===== src/rtl/fsp_pkg.sv =====
package fsp_pkg;
  typedef enum logic [4:0] {
    CMD_IDLE  = 5'b00000,
    CMD_LOAD  = 5'b00001,
    CMD_ERASE = 5'b00011,
    CMD_WRITE = 5'b00101,
    CMD_LOCK  = 5'b01001,
    CMD_RWWRE = 5'b10001
  } fspCmd_e;

  typedef struct packed {
    logic bufWr;
    logic bufClr;
    logic flashGo;
    logic lockWr;
    logic lpmRd;
    logic rwwClr;
  } fspStb_t;

  function automatic logic isLegalCmd(input logic [4:0] v);
    case (v)
      CMD_LOAD, CMD_ERASE, CMD_WRITE, CMD_LOCK, CMD_RWWRE: isLegalCmd = 1'b1;
      default: isLegalCmd = 1'b0;
    endcase
  endfunction
endpackage


===== src/rtl/fsp_ctrl.sv =====
module fsp_ctrl
  import fsp_pkg::*;
#(
  parameter int WIN     = 4,
  parameter int LPM_WIN = 3
) (
  input  logic       clk,
  input  logic       rst_n,
  input  logic       regWrEn,
  input  logic [4:0] regWrData,
  input  logic       storeStb,
  input  logic       lpmStb,
  input  logic       flashDone,
  input  logic       targetNrww,
  output fspCmd_e    cmdQ,
  output logic       opBusy,
  output logic       cpuHalt,
  output logic       rwwBusy,
  output fspStb_t    stb
);
  localparam int CW = $clog2(WIN + 1);
  localparam logic [CW-1:0] WIN_LOAD = CW'(WIN);
  localparam logic [CW-1:0] LPM_MIN  = CW'(WIN - LPM_WIN);

  logic [CW-1:0] winCnt;
  logic loading;
  logic armed, wrOk, accept;

  assign armed  = (cmdQ != CMD_IDLE) && !opBusy;
  assign wrOk   = regWrEn && isLegalCmd(regWrData) && !opBusy;
  assign accept = storeStb && armed && !wrOk;

  always_comb begin
    stb         = '0;
    stb.bufWr   = accept && (cmdQ == CMD_LOAD);
    stb.flashGo = accept && ((cmdQ == CMD_ERASE) || (cmdQ == CMD_WRITE));
    stb.lockWr  = accept && (cmdQ == CMD_LOCK);
    stb.rwwClr  = accept && (cmdQ == CMD_RWWRE);
    stb.lpmRd   = lpmStb && armed && (cmdQ == CMD_LOCK) && (winCnt > LPM_MIN);
    stb.bufClr  = wrOk && (regWrData == CMD_RWWRE) && loading;
  end

  always_ff @(posedge clk or negedge rst_n) begin
    if (!rst_n) begin
      cmdQ    <= CMD_IDLE;
      winCnt  <= '0;
      opBusy  <= 1'b0;
      cpuHalt <= 1'b0;
    end else if (opBusy) begin
      if (flashDone) begin
        opBusy  <= 1'b0;
        cpuHalt <= 1'b0;
        cmdQ    <= CMD_IDLE;
      end
    end else if (wrOk) begin
      cmdQ   <= fspCmd_e'(regWrData);
      winCnt <= WIN_LOAD;
    end else if (accept) begin
      if (stb.flashGo) begin
        opBusy  <= 1'b1;
        cpuHalt <= targetNrww;
      end else begin
        cmdQ <= CMD_IDLE;
      end
    end else if (armed) begin
      if (winCnt == CW'(1)) cmdQ <= CMD_IDLE;
      else winCnt <= winCnt - CW'(1);
    end
  end

  always_ff @(posedge clk or negedge rst_n) begin
    if (!rst_n) begin
      rwwBusy <= 1'b0;
      loading <= 1'b0;
    end else begin
      if (stb.flashGo && !targetNrww) rwwBusy <= 1'b1;
      else if (stb.rwwClr) rwwBusy <= 1'b0;
      if (stb.flashGo || stb.bufClr) loading <= 1'b0;
      else if (stb.bufWr) loading <= 1'b1;
    end
  end

  // enable bit stays up through an operation
  p_enable_held_r4: assert property (@(posedge clk) disable iff (!rst_n)
    opBusy |-> cmdQ[0]);
  // command frozen while busy and not done
  p_busy_frozen_r5: assert property (@(posedge clk) disable iff (!rst_n)
    opBusy && !flashDone |=> opBusy && $stable(cmdQ));
  // halt held until done
  p_halt_hold_r6: assert property (@(posedge clk) disable iff (!rst_n)
    cpuHalt && !flashDone |=> cpuHalt);
  // busy flag falls only after a read-enable store
  p_rww_clear_r7: assert property (@(posedge clk) disable iff (!rst_n)
    $fell(rwwBusy) |-> $past(storeStb) && ($past(cmdQ) == CMD_RWWRE));
  // load is one-shot
  p_load_oneshot_r3: assert property (@(posedge clk) disable iff (!rst_n)
    stb.bufWr |=> cmdQ == CMD_IDLE);
endmodule


===== src/rtl/fsp_dpath.sv =====
module fsp_dpath
  import fsp_pkg::*;
#(
  parameter int ZW         = 16,
  parameter int PGB        = 6,
  parameter int NRWW_FIRST = 768
) (
  input  logic              clk,
  input  logic              rst_n,
  input  fspStb_t           stb,
  input  fspCmd_e           cmdQ,
  input  logic [ZW-1:0]     zAddr,
  input  logic [15:0]       wordData,
  input  logic [7:0]        lockBits,
  input  logic [7:0]        fuseBits,
  output logic              targetNrww,
  output logic              flashReq,
  output logic              flashWrite,
  output logic [ZW-PGB-1:0] flashPage,
  output logic              bufWrEn,
  output logic [PGB-2:0]    bufWrAddr,
  output logic [15:0]       bufWrData,
  output logic              bufClear,
  output logic              lockWrEn,
  output logic [7:0]        lockWrData,
  output logic              lpmValid,
  output logic [7:0]        lpmData
);
  localparam int PW = ZW - PGB;
  localparam logic [PW-1:0] NRWW_PG = PW'(NRWW_FIRST);

  assign flashPage  = zAddr[ZW-1:PGB];
  assign targetNrww = flashPage >= NRWW_PG;
  assign flashReq   = stb.flashGo;
  assign flashWrite = (cmdQ == CMD_WRITE);
  assign bufWrEn    = stb.bufWr;
  assign bufWrAddr  = zAddr[PGB-1:1];
  assign bufWrData  = wordData;
  assign bufClear   = stb.bufClr;
  assign lockWrEn   = stb.lockWr;
  assign lockWrData = wordData[7:0];
  assign lpmValid   = stb.lpmRd;
  assign lpmData    = zAddr[0] ? lockBits : fuseBits;

  // an abort never coincides with a buffer write
  p_clear_excl_r8: assert property (@(posedge clk) disable iff (!rst_n)
    bufClear |-> !bufWrEn);
  // a flash request is a single-cycle pulse
  p_req_pulse_r4: assert property (@(posedge clk) disable iff (!rst_n)
    flashReq |=> !flashReq);
endmodule


===== src/rtl/flash_selfprog_ctrl.sv =====
module flash_selfprog_ctrl
  import fsp_pkg::*;
#(
  parameter int ZW         = 16,
  parameter int PGB        = 6,
  parameter int NRWW_FIRST = 768,
  parameter int WIN        = 4,
  parameter int LPM_WIN    = 3
) (
  input  logic              clk,
  input  logic              rst_n,
  input  logic              regWrEn,
  input  logic [4:0]        regWrData,
  output logic [7:0]        regRdData,
  input  logic              storeStb,
  input  logic              lpmStb,
  input  logic [ZW-1:0]     zAddr,
  input  logic [15:0]       wordData,
  input  logic [7:0]        lockBits,
  input  logic [7:0]        fuseBits,
  input  logic              flashDone,
  output logic              flashReq,
  output logic              flashWrite,
  output logic [ZW-PGB-1:0] flashPage,
  output logic              bufWrEn,
  output logic [PGB-2:0]    bufWrAddr,
  output logic [15:0]       bufWrData,
  output logic              bufClear,
  output logic              lockWrEn,
  output logic [7:0]        lockWrData,
  output logic              lpmValid,
  output logic [7:0]        lpmData,
  output logic              cpuHalt,
  output logic              rwwBusy
);
  fspCmd_e cmdQ;
  fspStb_t stb;
  logic    opBusy, targetNrww;

  fsp_ctrl #(.WIN(WIN), .LPM_WIN(LPM_WIN)) u_ctrl (
    .clk(clk), .rst_n(rst_n), .regWrEn(regWrEn), .regWrData(regWrData),
    .storeStb(storeStb), .lpmStb(lpmStb), .flashDone(flashDone),
    .targetNrww(targetNrww), .cmdQ(cmdQ), .opBusy(opBusy),
    .cpuHalt(cpuHalt), .rwwBusy(rwwBusy), .stb(stb)
  );

  fsp_dpath #(.ZW(ZW), .PGB(PGB), .NRWW_FIRST(NRWW_FIRST)) u_dpath (
    .clk(clk), .rst_n(rst_n), .stb(stb), .cmdQ(cmdQ), .zAddr(zAddr),
    .wordData(wordData), .lockBits(lockBits), .fuseBits(fuseBits),
    .targetNrww(targetNrww), .flashReq(flashReq), .flashWrite(flashWrite),
    .flashPage(flashPage), .bufWrEn(bufWrEn), .bufWrAddr(bufWrAddr),
    .bufWrData(bufWrData), .bufClear(bufClear), .lockWrEn(lockWrEn),
    .lockWrData(lockWrData), .lpmValid(lpmValid), .lpmData(lpmData)
  );

  assign regRdData = {1'b0, rwwBusy, 1'b0, cmdQ};

  // reserved readback bits stay zero
  p_reserved_r10: assert property (@(posedge clk) disable iff (!rst_n)
    regRdData[7] == 1'b0 && regRdData[5] == 1'b0);
endmodule


===== config.mk =====
export PLATFORM = sky130hd
export DESIGN_NAME = flash_selfprog_ctrl
export DESIGN_NICKNAME = d
export VERILOG_FILES = /design/src/rtl/fsp_pkg.sv /design/src/rtl/fsp_ctrl.sv /design/src/rtl/fsp_dpath.sv /design/src/rtl/flash_selfprog_ctrl.sv
export SDC_FILE = /design/constraint.sdc
export NUM_CORES = 1
export LEC_CHECK = 0
export ABC_AREA = 1
export BUFFER_PORTS_ARGS = -buffer_cell sky130_fd_sc_hd__buf_2
export CORE_ASPECT_RATIO = 1.5
export CORE_MARGIN = 5
export CORE_UTILIZATION = 36
export CTS_CLUSTER_DIAMETER = 40
export CTS_CLUSTER_SIZE = 40
export DETAILED_ROUTE_END_ITERATION = 7
export MAX_ROUTING_LAYER = met4
export PLACE_DENSITY = 0.87
export SLEW_MARGIN = 25
export SYNTH_ARGS = -nofsm -noshare
export SYNTH_HDL_FRONTEND = slang
export SYNTH_SLANG_ARGS = --single-unit

===== constraint.sdc =====
create_clock -name clk -period 1.45 [get_ports clk]
set_input_delay 0.0725 -clock clk [delete_from_list [all_inputs] [get_ports clk]]
set_output_delay 0.0725 -clock clk [all_outputs]
set_load 0.02 [all_outputs]

==> results of run 1 <==
-- worst max-delay path by stage --
stage                               start                          to  slack [ns]  depth (start not counted)
2_1_floorplan  u_ctrl.cmdQ[2]$_DFFE_PN0P_  u_ctrl.loading$_DFFE_PN0P_        0.02                          8
3_3_place_gp   u_ctrl.cmdQ[4]$_DFFE_PN0P_  u_ctrl.cmdQ[2]$_DFFE_PN0P_        0.05                          8
3_5_place_dp   u_ctrl.cmdQ[2]$_DFFE_PN0P_  u_ctrl.cmdQ[2]$_DFFE_PN0P_       -0.02                          8
4_1_cts        u_ctrl.cmdQ[1]$_DFFE_PN0P_                    lpmValid       -0.07                          4
5_1_grt        u_ctrl.cmdQ[3]$_DFFE_PN0P_                    flashReq       -0.13                          7
6_report       u_ctrl.cmdQ[3]$_DFFE_PN0P_                    flashReq       -0.07                          7
-- registers in the layout, indices dropped and copies added, names as in the netlist --
| name | flops |
|---|---|
| u_ctrl.cpuHalt | 1 |
| u_ctrl.loading | 1 |
| u_ctrl.opBusy | 1 |
| u_ctrl.winCnt | 3 |
| u_ctrl.rwwBusy | 1 |
| u_ctrl.cmdQ | 5 |
-- worst max-delay path: stages (launching register included) --
cell and delay, ns:
sky130_fd_sc_hd__dfrtp_2 0.43, sky130_fd_sc_hd__nor2_4 0.17, sky130_fd_sc_hd__nand3_2 0.14, sky130_fd_sc_hd__nand3_2 0.12
sky130_fd_sc_hd__inv_2 0.07, sky130_fd_sc_hd__nand3_4 0.11, sky130_fd_sc_hd__inv_2 0.04, sky130_fd_sc_hd__buf_6 0.12
-- per-stage QoR --
step           std cells  instance area, um^2
2_1_floorplan        158                 1240
3_3_place_gp         212                 1260
3_5_place_dp         212                 1260
4_1_cts              221                 1380
5_1_grt              225                 1460
6_report             225                 1460
-- synth_stat cells (all sizes together) (2+ instances only) --
cell type	number	area [um^2]
a21oi	2	13.8
buf	42	315
o21bai	6	45.0
nand2	27	119
nor3	2	10.0
nor2	10	45.1
mux2	8	90.1
nand4	3	18.8
inv	20	75.1
nand3	12	100
dfrtp	12	300
o21ai	5	28.8
ha	2	25.0
-- routing by layer --
metal	track usage, %	routed length, um
met5	-	0
met4	9.28	162
met3	2.83	373
met2	24.1	1600
met1	11.2	957
-- power breakdown --
| group | total, W | switching (W) | internal (W) |
|---|---|---|---|
| combinational | 0.00160 | 0.000966 | 0.000635 |
| sequential | 0.000606 | 0.000122 | 0.000484 |
| clock | 0.000291 | 0.000109 | 0.000182 |
-- layout make-up --
class / instances / area, um^2 / share of cell area (%)
Clock buffer: 3 / 41.3 / 2.83
Timing Repair Buffer: 65 / 382 / 26.2
Multi-Input combinational cell: 82 / 597 / 40.9
Inverter: 21 / 82.6 / 5.67
Tap cell: 42 / 52.6 / 3.61
Sequential cell: 12 / 303 / 20.8
-- timing repair --
item                                   CTS  global route
endpoints found under the hold margin   12             0
hold buffers                             1             0
setup endpoints to repair                8            15
resized for setup                       14            13
setup buffers                            5             4
pin swaps                                5            11
-- cells by family after synthesis --
group                    share of synthesized area [%]
AND/OR/NAND/NOR                                   24.9
AO/OA/AOI/OAI                                     8.83
other                                            0.304
adder cells (fa/ha/maj)                           2.03
multiplexers                                      7.31
flip-flops                                        24.4
buffers and inverters                             32.3
==> metrics.sh, run 1 <==
LAYOUT_SETUP_WS_NS=-0.0699
POWER.IR.VDD_WORST_V=0.00124
UNREPAIRED_SETUP_ENDPOINTS_AFTER_GLOBAL_ROUTING='true'
FINALWORSTPATHREQUIREDPERIOD_NS=1.52
IOS=122
CRIT_PATH_MAX_FANOUT=4
POST-DP-HPWL_MM=2.37
NETLIST-CELL-TYPE-COUNT=28
DIE_WIDTH_UM=57.8
GRT_MAX_DEGREE=13
GRT_PASS1_WL_MM=4.61
FINALSETUPTNS_NS=-0.280
GLOBAL_ROUTE.USAGE.TOTAL_PCT=13.0
FINALMAXSLEWVIOLATIONS=0
FIRST_GLOBAL_VIAS=1065
TIMING.REG2REG.WORST_PATH_DEPTH=7
HOLDWS_NS=0.0619
CLOCK_TREE.HTREE_LEVEL_COUNT=1
POST_SYNTH.CELL_AREA_AVG_UM2=7.85
POWERDENSITY_nW_PER_UM2=1710
DETAIL_ROUTE.WIRELENGTH_MM=3.09
POSTROUTEANTENNANETS=0
MOSTFREQUENTLAYOUTCELL='sky130_fd_sc_hd__buf_2'
SYNTH_EDF_COUNT=0
DIEAREA_UM2=4720
POWER.TOTAL_W=0.00250
SYNTHCELLS=157
CP_DATA_ARRIVAL_TIME_NS=1.45
UTILIZATION_PCT=43.5
MIN_PATH_TYPE='in -> reg'
WORST_EP_REQUIRED_TIME_NS=1.38
CORE.ROWCOUNT=26
POST_ROUTE_DRC_VIOLATION_COUNT=0
FINALNETCOUNT=246
TRITONCTS='done'
MAX_FREQ_GHz=0.658
CRITICAL_PATH.REG2REG.STARTPOINT='u_ctrl.cmdQ[1]$_DFFE_PN0P_'
SYNTH_FLOP_CELL='sky130_fd_sc_hd__dfrtp_1'
FINAL.SETUP_SKEW_NS=0.000429
DIE_HEIGHT_UM=81.7
PLACEABLECOREAREA_UM2=3350
FINAL_HOLD_VIOL_COUNT=0
IO_BUFFERS=53
ROOT_BUFFER='sky130_fd_sc_hd__clkbuf_8'
GP_ROUTABILITY_CONGESTION=0.889
FILLCELLCOUNT=341
REGTOREGSETUPSLACK_NS=-0.04
CTS-BUFFERS-INSERTED=3
PRECTSSETUPSLACK_NS=-0.0226
POWER.STATIC_LEAKAGE_nW=0.785
ENDPOINT_OF_THE_WORST_REGISTER_TO_REGISTER_PATH='u_ctrl.rwwBusy$_DFFE_PN0P_'
LAYOUT.CELLS.MOST_COMMON_LIST='sky130_fd_sc_hd__buf_2, sky130_fd_sc_hd__nand2_1, sky130_fd_sc_hd__inv_1, sky130_fd_sc_hd__buf_4, sky130_fd_sc_hd__dfrtp_1'
WORSTHOLDPATHCELLS=3
CLKSINKCOUNT=12
ROUTEDWLPERCELL_UM=13.8
FINAL_MIN_PERIOD_OVER_CLOCK_PERIOD_PCT=105
START_KIND='flop'
CLOCKBUFFERDEPTH=2
CRITICAL_PATH_CLASS='reg -> out'
STATUS='complete, but fails checks'
VIAS=1084
VIOLATIONS='negative setup slack'
ANTENNA_FOUND_INITIAL=0
FIRST_PASS_ITERS=4
MIN_DELAY_WORST_ENDPOINT='u_ctrl.cmdQ[1]$_DFFE_PN0P_'
WORST_SETUP_PATH_END_KIND='output port'
AREA_DELTA_SYNTH_FINAL_PCT=18.3
POST_SYNTH_INSTANCE_AREA_UM2=1230
HOLDCRITSTARTPOINT='regWrData[1]'
NUM_ANTENNA_CELLS=0
YS_FF_LATCH=12
GLOBALROUTEOVERFLOWTOTAL=0
SYNTH.YOSYS.SEQ_AREA_SHARE_PCT=24.4
REPORT.FINAL.SETUP_VIOL=8
INITIAL_UTILIZATION_PCT=36.8
SYNTH-ASYNC-RESET-RATIO_PCT=100
DRIVE_ABOVE_1_SHARE_PCT=59.6
WORST_SETUP_HOLD_PATH_CLK_SLEW_NS=0.05
VIA_PER_INST=4.82
MAXCAPVIOLCOUNT=0
YS_WARN_COUNT=0
WORST_SKEW_PAIR_LATENCY_NS=0.24
DETAILEDROUTE.FIRSTITERATIONVIOLATIONS=32
Note: power is estimated with default switching activity, not from simulation.
==> run 2: changes to the inputs <==
--- a/config.mk
+++ b/config.mk
@@ -9,12 +9,12 @@
 export BUFFER_PORTS_ARGS = -buffer_cell sky130_fd_sc_hd__buf_2
 export CORE_ASPECT_RATIO = 1.5
 export CORE_MARGIN = 5
-export CORE_UTILIZATION = 36
+export CORE_UTILIZATION = 39
 export CTS_CLUSTER_DIAMETER = 40
 export CTS_CLUSTER_SIZE = 40
 export DETAILED_ROUTE_END_ITERATION = 7
 export MAX_ROUTING_LAYER = met4
-export PLACE_DENSITY = 0.87
+export PLACE_DENSITY = 0.92
 export SLEW_MARGIN = 25
 export SYNTH_ARGS = -nofsm -noshare
 export SYNTH_HDL_FRONTEND = slang
==> constraint.sdc (replaced) <==
create_clock -name clk -period 1.9 [get_ports clk]
set_input_delay 0.095 -clock clk [delete_from_list [all_inputs] [get_ports clk]]
set_output_delay 0.095 -clock clk [all_outputs]
set_load 0.02 [all_outputs]
==> run 2 against run 1 <==
The flow now finishes without violations. Via count decreased by 7.1%. Setup slack improved by 0.37 ns. Routed wire length decreased by 10%. Register-to-register slack improved by 0.51 ns. Final cell count decreased by 5.8%. Clock power decreased by 23%. Critical path depth decreased by 2. Global-route usage increased by 0.78 points. Largest power group unchanged. Core utilization decreased by 2.0 points. Total power decreased by 36%. Sequential share of layout area increased by 2.6 points. Highest routed layer unchanged. First-iteration DRC count unchanged.
==> metrics.sh, run 2 (same netlist as run 1, synthesis figures left out) <==
POSTCTSRESIZEDCELLS=0
PLACE_INST=208
CP_DATA_ARRIVAL_TIME_NS=1.50
DETAIL_ROUTE.WIRELENGTH_MM=2.77
ROOT_BUFFER='sky130_fd_sc_hd__clkbuf_8'
FIRST_PASS_ITERS=4
LAYOUT.CELLS.MOST_COMMON_LIST='sky130_fd_sc_hd__buf_2, sky130_fd_sc_hd__nand2_1, sky130_fd_sc_hd__inv_1, sky130_fd_sc_hd__dfrtp_1, sky130_fd_sc_hd__mux2_2'
STATUS='finished clean'
CRITICAL_PATH_CLASS='reg -> out'
POWER.TOTAL_W=0.00161
INITIAL_UTILIZATION_PCT=39.8
MET1WIRELENGTH_UM=923
DIEAREA_UM2=4410
GLOBALROUTEOVERFLOWTOTAL=0
LARGEST_REG_FLOPS=5
FINAL_DESIGN_AREA_NO_FILL_UM2=1280
FINALWORSTPATHREQUIREDPERIOD_NS=1.60
PRECTSSETUPSLACK_NS=0.454
FINALNETCOUNT=235
POST-DP-HPWL_MM=2.39
TOP_REGISTER='u_ctrl.cmdQ'
POSTCTSSETUPBUFFERS=0
NUMBER_OF_BUFFERS_INSERTED_FOR_HOLD_REPAIR_AFTER_CLOCK_TREE_SYNTHESIS=1
WORST_PATH_MAX_DELAY_CELL='sky130_fd_sc_hd__dfrtp_1'
DETAILEDROUTE.FIRSTITERATIONVIOLATIONS=32
TIMING.REG2REG.WORST_PATH_DEPTH=8
DR_WL_MET3_UM=276
DIE_HEIGHT_UM=78.9
DRIVE_ABOVE_1_SHARE_PCT=47.7
WORST_SETUP_PATH_ENDPOINT='lpmValid'
MIN_PATH_TYPE='in -> reg'
DIE_WIDTH_UM=55.9
WORST_SETUP_PATH_END_KIND='output port'
GLOBAL_ROUTE.USAGE.TOTAL_PCT=13.7
POWERDENSITY_nW_PER_UM2=1250
CLOCKBUFFERDEPTH=2
CLOCK_TREE.HTREE_LEVEL_COUNT=1
CRITICAL_PATH.REG2REG.STARTPOINT='u_ctrl.cmdQ[2]$_DFFE_PN0P_'
VIAS=1007
ROUTEDWLPERCELL_UM=13.1
ENDPOINT_OF_THE_WORST_REGISTER_TO_REGISTER_PATH='u_ctrl.cmdQ[0]$_DFFE_PN0P_'
CORE.ROWCOUNT=25
FINALMAXSLEWVIOLATIONS=0
NUM_ANTENNA_CELLS=0
CTS-BUFFERS-INSERTED=3
IOS=122
MAXCAPVIOLCOUNT=0
GP_ROUTABILITY_CONGESTION=0.822
UNREPAIRED_SETUP_ENDPOINTS_AFTER_GLOBAL_ROUTING='false'
REG.LARGEST.LIST='u_ctrl.cmdQ (5), u_ctrl.winCnt (3)'
CLKSINKCOUNT=12
START_KIND='flop'
GRT_PASS1_WL_MM=4.60
WORST_EP_REQUIRED_TIME_NS=1.80
TRITONCTS='done'
FINALNONFILLERCELLS=212
FINALSETUPTNS_NS=0
WORST_SETUP_HOLD_PATH_CLK_SLEW_NS=0.05
CP_COMMON_CELL='sky130_fd_sc_hd__nand2_1'
PLACEABLECOREAREA_UM2=3100
FIRST_GLOBAL_VIAS=1047
VIA_PER_INST=4.75
REPORT.FINAL.SETUP_VIOL=0
POWER.IR.VDD_WORST_V=0.000767
POSTROUTEANTENNANETS=0
ANTENNA_FOUND_INITIAL=0
POWER.STATIC_LEAKAGE_nW=0.738
MAX_FREQ_GHz=0.626
PLACEDINSTANCEAREA_UM2=1230
MET2ROUTEDLENGTH_MM=1.41
CRIT_PATH_CELL_TRACE='ha_1, nand2_1, nand2_1, nor4_1, buf_2'
LAYOUT_SETUP_WS_NS=0.303
POST_ROUTE_DRC_VIOLATION_COUNT=0
WORST_SKEW_PAIR_LATENCY_NS=0.24
CRIT_PATH_MAX_FANOUT=3
FINAL_HOLD_VIOL_COUNT=0
MOSTFREQUENTLAYOUTCELL='sky130_fd_sc_hd__buf_2'
REGTOREGSETUPSLACK_NS=0.47
AREA_DELTA_SYNTH_FINAL_PCT=4.16
ROUTE.TOP_LAYER_USED='met4'
SETUP.WORST_PATH.START='u_ctrl.winCnt[0]$_DFFE_PN0P_'
GRT_MAX_DEGREE=13
IO_BUFFERS=53
FINAL_MIN_PERIOD_OVER_CLOCK_PERIOD_PCT=84.1
WORST_PATH_LARGEST_CELL_DELAY_NS=0.39
FINAL.SETUP_SKEW_NS=0.00312
run 2: cell count changes in the layout (fill, tap and decap cells not counted), moves of 2 or more:
cell,delta
sky130_fd_sc_hd__dfrtp_1,+2
sky130_fd_sc_hd__buf_6,-3
sky130_fd_sc_hd__nand2_2,-4
sky130_fd_sc_hd__dfrtp_2,-2
sky130_fd_sc_hd__inv_2,-3
sky130_fd_sc_hd__buf_4,-13
sky130_fd_sc_hd__buf_2,+5
sky130_fd_sc_hd__nand2_1,+4
sky130_fd_sc_hd__inv_1,+4
run 2: area by class of cell:
cell class,count,area [um^2]
Multi-Input combinational cell,82,538
Clock buffer,3,41.3
Inverter,21,78.8
Sequential cell,12,300
Fill cell,337,1810
Tap cell,40,50.0
Timing Repair Buffer,54,275
run 2: through the flow:
stage | util, % | hold WS [ns]
after detailed placement | 39.8 | -0.0138
final | 41.5 | 0.0941
after global routing | 41.5 | 0.105
after CTS | 41.5 | 0.0912
after floorplan | - | -0.201
after global placement | 39.8 | -0.0191
run 2: metal layers:
layer / up-vias / global-route usage, %
li1: 489 / -
met1: 437 / 11.2
met5: - / -
met2: 57 / 25.0
met3: 24 / 3.58
met4: 0 / 11.9
run 2: power breakdown:
part	switching, W	internal [W]
combinational	0.000592	0.000332
sequential	0.0000978	0.000365
clock	0.0000847	0.000139
run 2: worst min-delay path by stage:
stage | startpoint | slack, ns | cells after the start | to
6_report | regWrData[2] | 0.09 | 3 | u_ctrl.cmdQ[2]$_DFFE_PN0P_
5_1_grt | regWrData[1] | 0.10 | 3 | u_ctrl.cmdQ[1]$_DFFE_PN0P_
4_1_cts | regWrData[2] | 0.09 | 3 | u_ctrl.cmdQ[2]$_DFFE_PN0P_
3_5_place_dp | rst_n | -0.01 | 1 | u_ctrl.cmdQ[0]$_DFFE_PN0P_
3_3_place_gp | rst_n | -0.02 | 1 | u_ctrl.winCnt[1]$_DFFE_PN0P_
2_1_floorplan | rst_n | -0.20 | 0 | u_ctrl.cmdQ[0]$_DFFE_PN0P_
run 2: worst max-delay path, delay by kind of cell (launching register included):
family	cells	cell delay (ns)
fa+ha+maj	1	0.20
buf+inv	1	0.23
flops	1	0.39
simple gates	3	0.44
==> run 3: changes to the inputs <==
--- a/config.mk
+++ b/config.mk
@@ -9,12 +9,12 @@
 export BUFFER_PORTS_ARGS = -buffer_cell sky130_fd_sc_hd__buf_2
 export CORE_ASPECT_RATIO = 1.5
 export CORE_MARGIN = 5
-export CORE_UTILIZATION = 39
+export CORE_UTILIZATION = 36
 export CTS_CLUSTER_DIAMETER = 40
 export CTS_CLUSTER_SIZE = 40
 export DETAILED_ROUTE_END_ITERATION = 7
 export MAX_ROUTING_LAYER = met4
-export PLACE_DENSITY = 0.92
+export PLACE_DENSITY = 0.87
 export SLEW_MARGIN = 25
 export SYNTH_ARGS = -nofsm -noshare
 export SYNTH_HDL_FRONTEND = slang
==> constraint.sdc (replaced) <==
create_clock -name clk -period 1.55 [get_ports clk]
set_input_delay 0.0775 -clock clk [delete_from_list [all_inputs] [get_ports clk]]
set_output_delay 0.0775 -clock clk [all_outputs]
set_load 0.02 [all_outputs]
==> run 3 against run 2 <==
Clock skew grew 0.0033 ns. Sequential cell count did not move. Count of clock-buffer cells in the layout up 1. Die area rose by 7.0%. Register-to-register slack got worse by 0.35 ns. Sequential power increased by 18%. Total power is 44% higher. Final area is 12% higher. Worst hold slack worse by 0.037 ns. Highest routed layer unchanged. Clock power grew 56%. Non-clock buffer count increased by 14. Critical path depth increased by 1.
==> metrics.sh, run 3 (same netlist as run 1, synthesis figures left out) <==
GLOBAL_ROUTE.USAGE.TOTAL_PCT=12.8
POST_ROUTE_DRC_VIOLATION_COUNT=0
LAYOUT.CELLS.MOST_COMMON_LIST='sky130_fd_sc_hd__buf_2, sky130_fd_sc_hd__nand2_1, sky130_fd_sc_hd__inv_1, sky130_fd_sc_hd__buf_4, sky130_fd_sc_hd__dfrtp_1'
DRIVE_ABOVE_1_SHARE_PCT=55.6
DIE_HEIGHT_UM=81.7
FIRST_PASS_ITERS=4
INITIAL_UTILIZATION_PCT=36.8
VIA_PER_INST=4.64
CLOCK_TREE.HTREE_LEVEL_COUNT=1
NUM_ANTENNA_CELLS=0
POWER.IR.VDD_WORST_V=0.000906
POSTROUTEANTENNANETS=0
VIAS=1062
FINALMAXSLEWVIOLATIONS=0
GRT_PASS1_WL_MM=4.45
WORST_SETUP_HOLD_PATH_CLK_SLEW_NS=0.06
HOLDCRITSTARTPOINT='regWrData[1]'
REPORT.FINAL.SETUP_VIOL=0
UNREPAIRED_SETUP_ENDPOINTS_AFTER_GLOBAL_ROUTING='true'
FINALNONFILLERCELLS=229
IO_BUFFERS=53
MOSTFREQUENTLAYOUTCELL='sky130_fd_sc_hd__buf_2'
CORE.ROWCOUNT=26
CRITICAL_PATH.REG2REG.STARTPOINT='u_ctrl.winCnt[0]$_DFFE_PN0P_'
FINALNETCOUNT=249
ROOT_BUFFER='sky130_fd_sc_hd__clkbuf_8'
CRITICAL_PATH_CLASS='reg -> out'
POST-DP-HPWL_MM=2.39
FINALWORSTPATHREQUIREDPERIOD_NS=1.53
GLOBALROUTEOVERFLOWTOTAL=0
MIN_DELAY_WORST_ENDPOINT='u_ctrl.cmdQ[1]$_DFFE_PN0P_'
FINAL_MIN_PERIOD_OVER_CLOCK_PERIOD_PCT=98.6
PLACEABLECOREAREA_UM2=3350
ANTENNA_FOUND_INITIAL=0
HOLDWS_NS=0.0574
ENDPOINT_OF_THE_WORST_REGISTER_TO_REGISTER_PATH='u_ctrl.winCnt[2]$_DFFE_PN0P_'
DETAILEDROUTE.FIRSTITERATIONVIOLATIONS=37
GP_ROUTABILITY_CONGESTION=0.763
ROUTEDWLPERCELL_UM=13.1
POWERDENSITY_nW_PER_UM2=1610
AREA_DELTA_SYNTH_FINAL_PCT=17.1
PLACE_INST=210
CP_DATA_ARRIVAL_TIME_NS=1.45
MAXCAPVIOLCOUNT=0
TRITONCTS='done'
START_KIND='flop'
MAX_FREQ_GHz=0.654
TIMING.REG2REG.WORST_PATH_DEPTH=7
WORSTHOLDPATHCELLS=3
IOS=122
LARGEST_REG_FLOPS=5
TOP_REGISTER='u_ctrl.cmdQ'
WORST_SKEW_PAIR_LATENCY_NS=0.25
FINAL_HOLD_VIOL_COUNT=0
WORST_EP_REQUIRED_TIME_NS=1.47
DIE_WIDTH_UM=57.8
DIEAREA_UM2=4720
STATUS='finished clean'
REGTOREGSETUPSLACK_NS=0.12
CTS-BUFFERS-INSERTED=3
DETAIL_ROUTE.WIRELENGTH_MM=3.01
WORST_SETUP_PATH_END_KIND='output port'
FIRST_GLOBAL_VIAS=1030
REG.LARGEST.LIST='u_ctrl.cmdQ (5), u_ctrl.winCnt (3)'
GRT_MAX_DEGREE=13
CLKSINKCOUNT=12
CRIT_PATH_MAX_FANOUT=5
CLOCKBUFFERDEPTH=2
FINAL.SETUP_SKEW_NS=0.00637
POWER.STATIC_LEAKAGE_nW=0.813
MIN_PATH_TYPE='in -> reg'
==> run 3: what timing repair did <==
item | CTS | global route
cloned | 0 | 0
pin swaps | 4 | 8
endpoints found under the hold margin | 12 | 0
buffers inserted | 4 | 10
endpoints found under the setup margin | 3 | 6
resized for setup | 1 | 12
hold buffers | 1 | 0
==> run 3: layout make-up <==
| type | instances | area [um^2] |
|---|---|---|
| well taps | 42 | 52.6 |
| multi-input cells | 82 | 562 |
| inverters | 21 | 78.8 |
| fillers | 343 | 1910 |
| flip-flops and latches | 12 | 300 |
| clock buffers | 4 | 55.1 |
| repair buffers | 68 | 394 |
==> run 3: worst max-delay path, stage by stage, from the launching register on <==
cell and delay [ns]:
sky130_fd_sc_hd__dfrtp_1 0.41, sky130_fd_sc_hd__nor2_2 0.20, sky130_fd_sc_hd__nand4_1 0.16, sky130_fd_sc_hd__o21ai_4 0.11, sky130_fd_sc_hd__nand3_4 0.12, sky130_fd_sc_hd__inv_1 0.07
sky130_fd_sc_hd__buf_4 0.13
==> run 3: worst max path at each step <==
stage / end / start / slack, ns / cells after the start
finish: flashReq / u_ctrl.cmdQ[2]$_DFFE_PN0P_ / 0.02 / 6
global route: flashReq / u_ctrl.cmdQ[2]$_DFFE_PN0P_ / -0.06 / 7
detailed placement: u_ctrl.cmdQ[0]$_DFFE_PN0P_ / u_ctrl.cmdQ[2]$_DFFE_PN0P_ / 0.11 / 8
CTS: lpmValid / u_ctrl.winCnt[0]$_DFFE_PN0P_ / 0.006 / 5
global placement: u_ctrl.winCnt[2]$_DFFE_PN0P_ / u_ctrl.winCnt[0]$_DFFE_PN0P_ / 0.17 / 7
floorplan: lpmValid / u_ctrl.cmdQ[4]$_DFFE_PN0P_ / 0.02 / 3
==> run 3: layer usage <==
| metal | vias to the layer above | track usage (%) | wire length, um |
|---|---|---|---|
| met3 | 23 | 3.93 | 380 |
| li1 | 515 | - | - |
| met4 | 0 | 8.35 | 110 |
| met2 | 48 | 23.6 | 1560 |
| met5 | - | - | 0 |
| met1 | 476 | 11.0 | 961 |
==> run 3: through the flow <==
step | worst slack [ns] | cell area [um^2] | TNS, ns | util [%] | power (W)
floorplan | 0.0193 | 1240 | 0 | - | 0.00155
global placement | 0.174 | 1230 | 0 | 36.9 | 0.00167
detailed placement | 0.109 | 1230 | 0 | 36.9 | 0.00171
CTS | 0.00584 | 1330 | 0 | 39.8 | 0.00213
global route | -0.0601 | 1440 | -0.240 | 43.1 | 0.00252
finish | 0.0211 | 1440 | 0 | 43.1 | 0.00233
==> run 3: power breakdown <==
part,internal (W),switching (W)
combinational,0.000595,0.000837
clock,0.000225,0.000125
sequential,0.000447,0.0000973
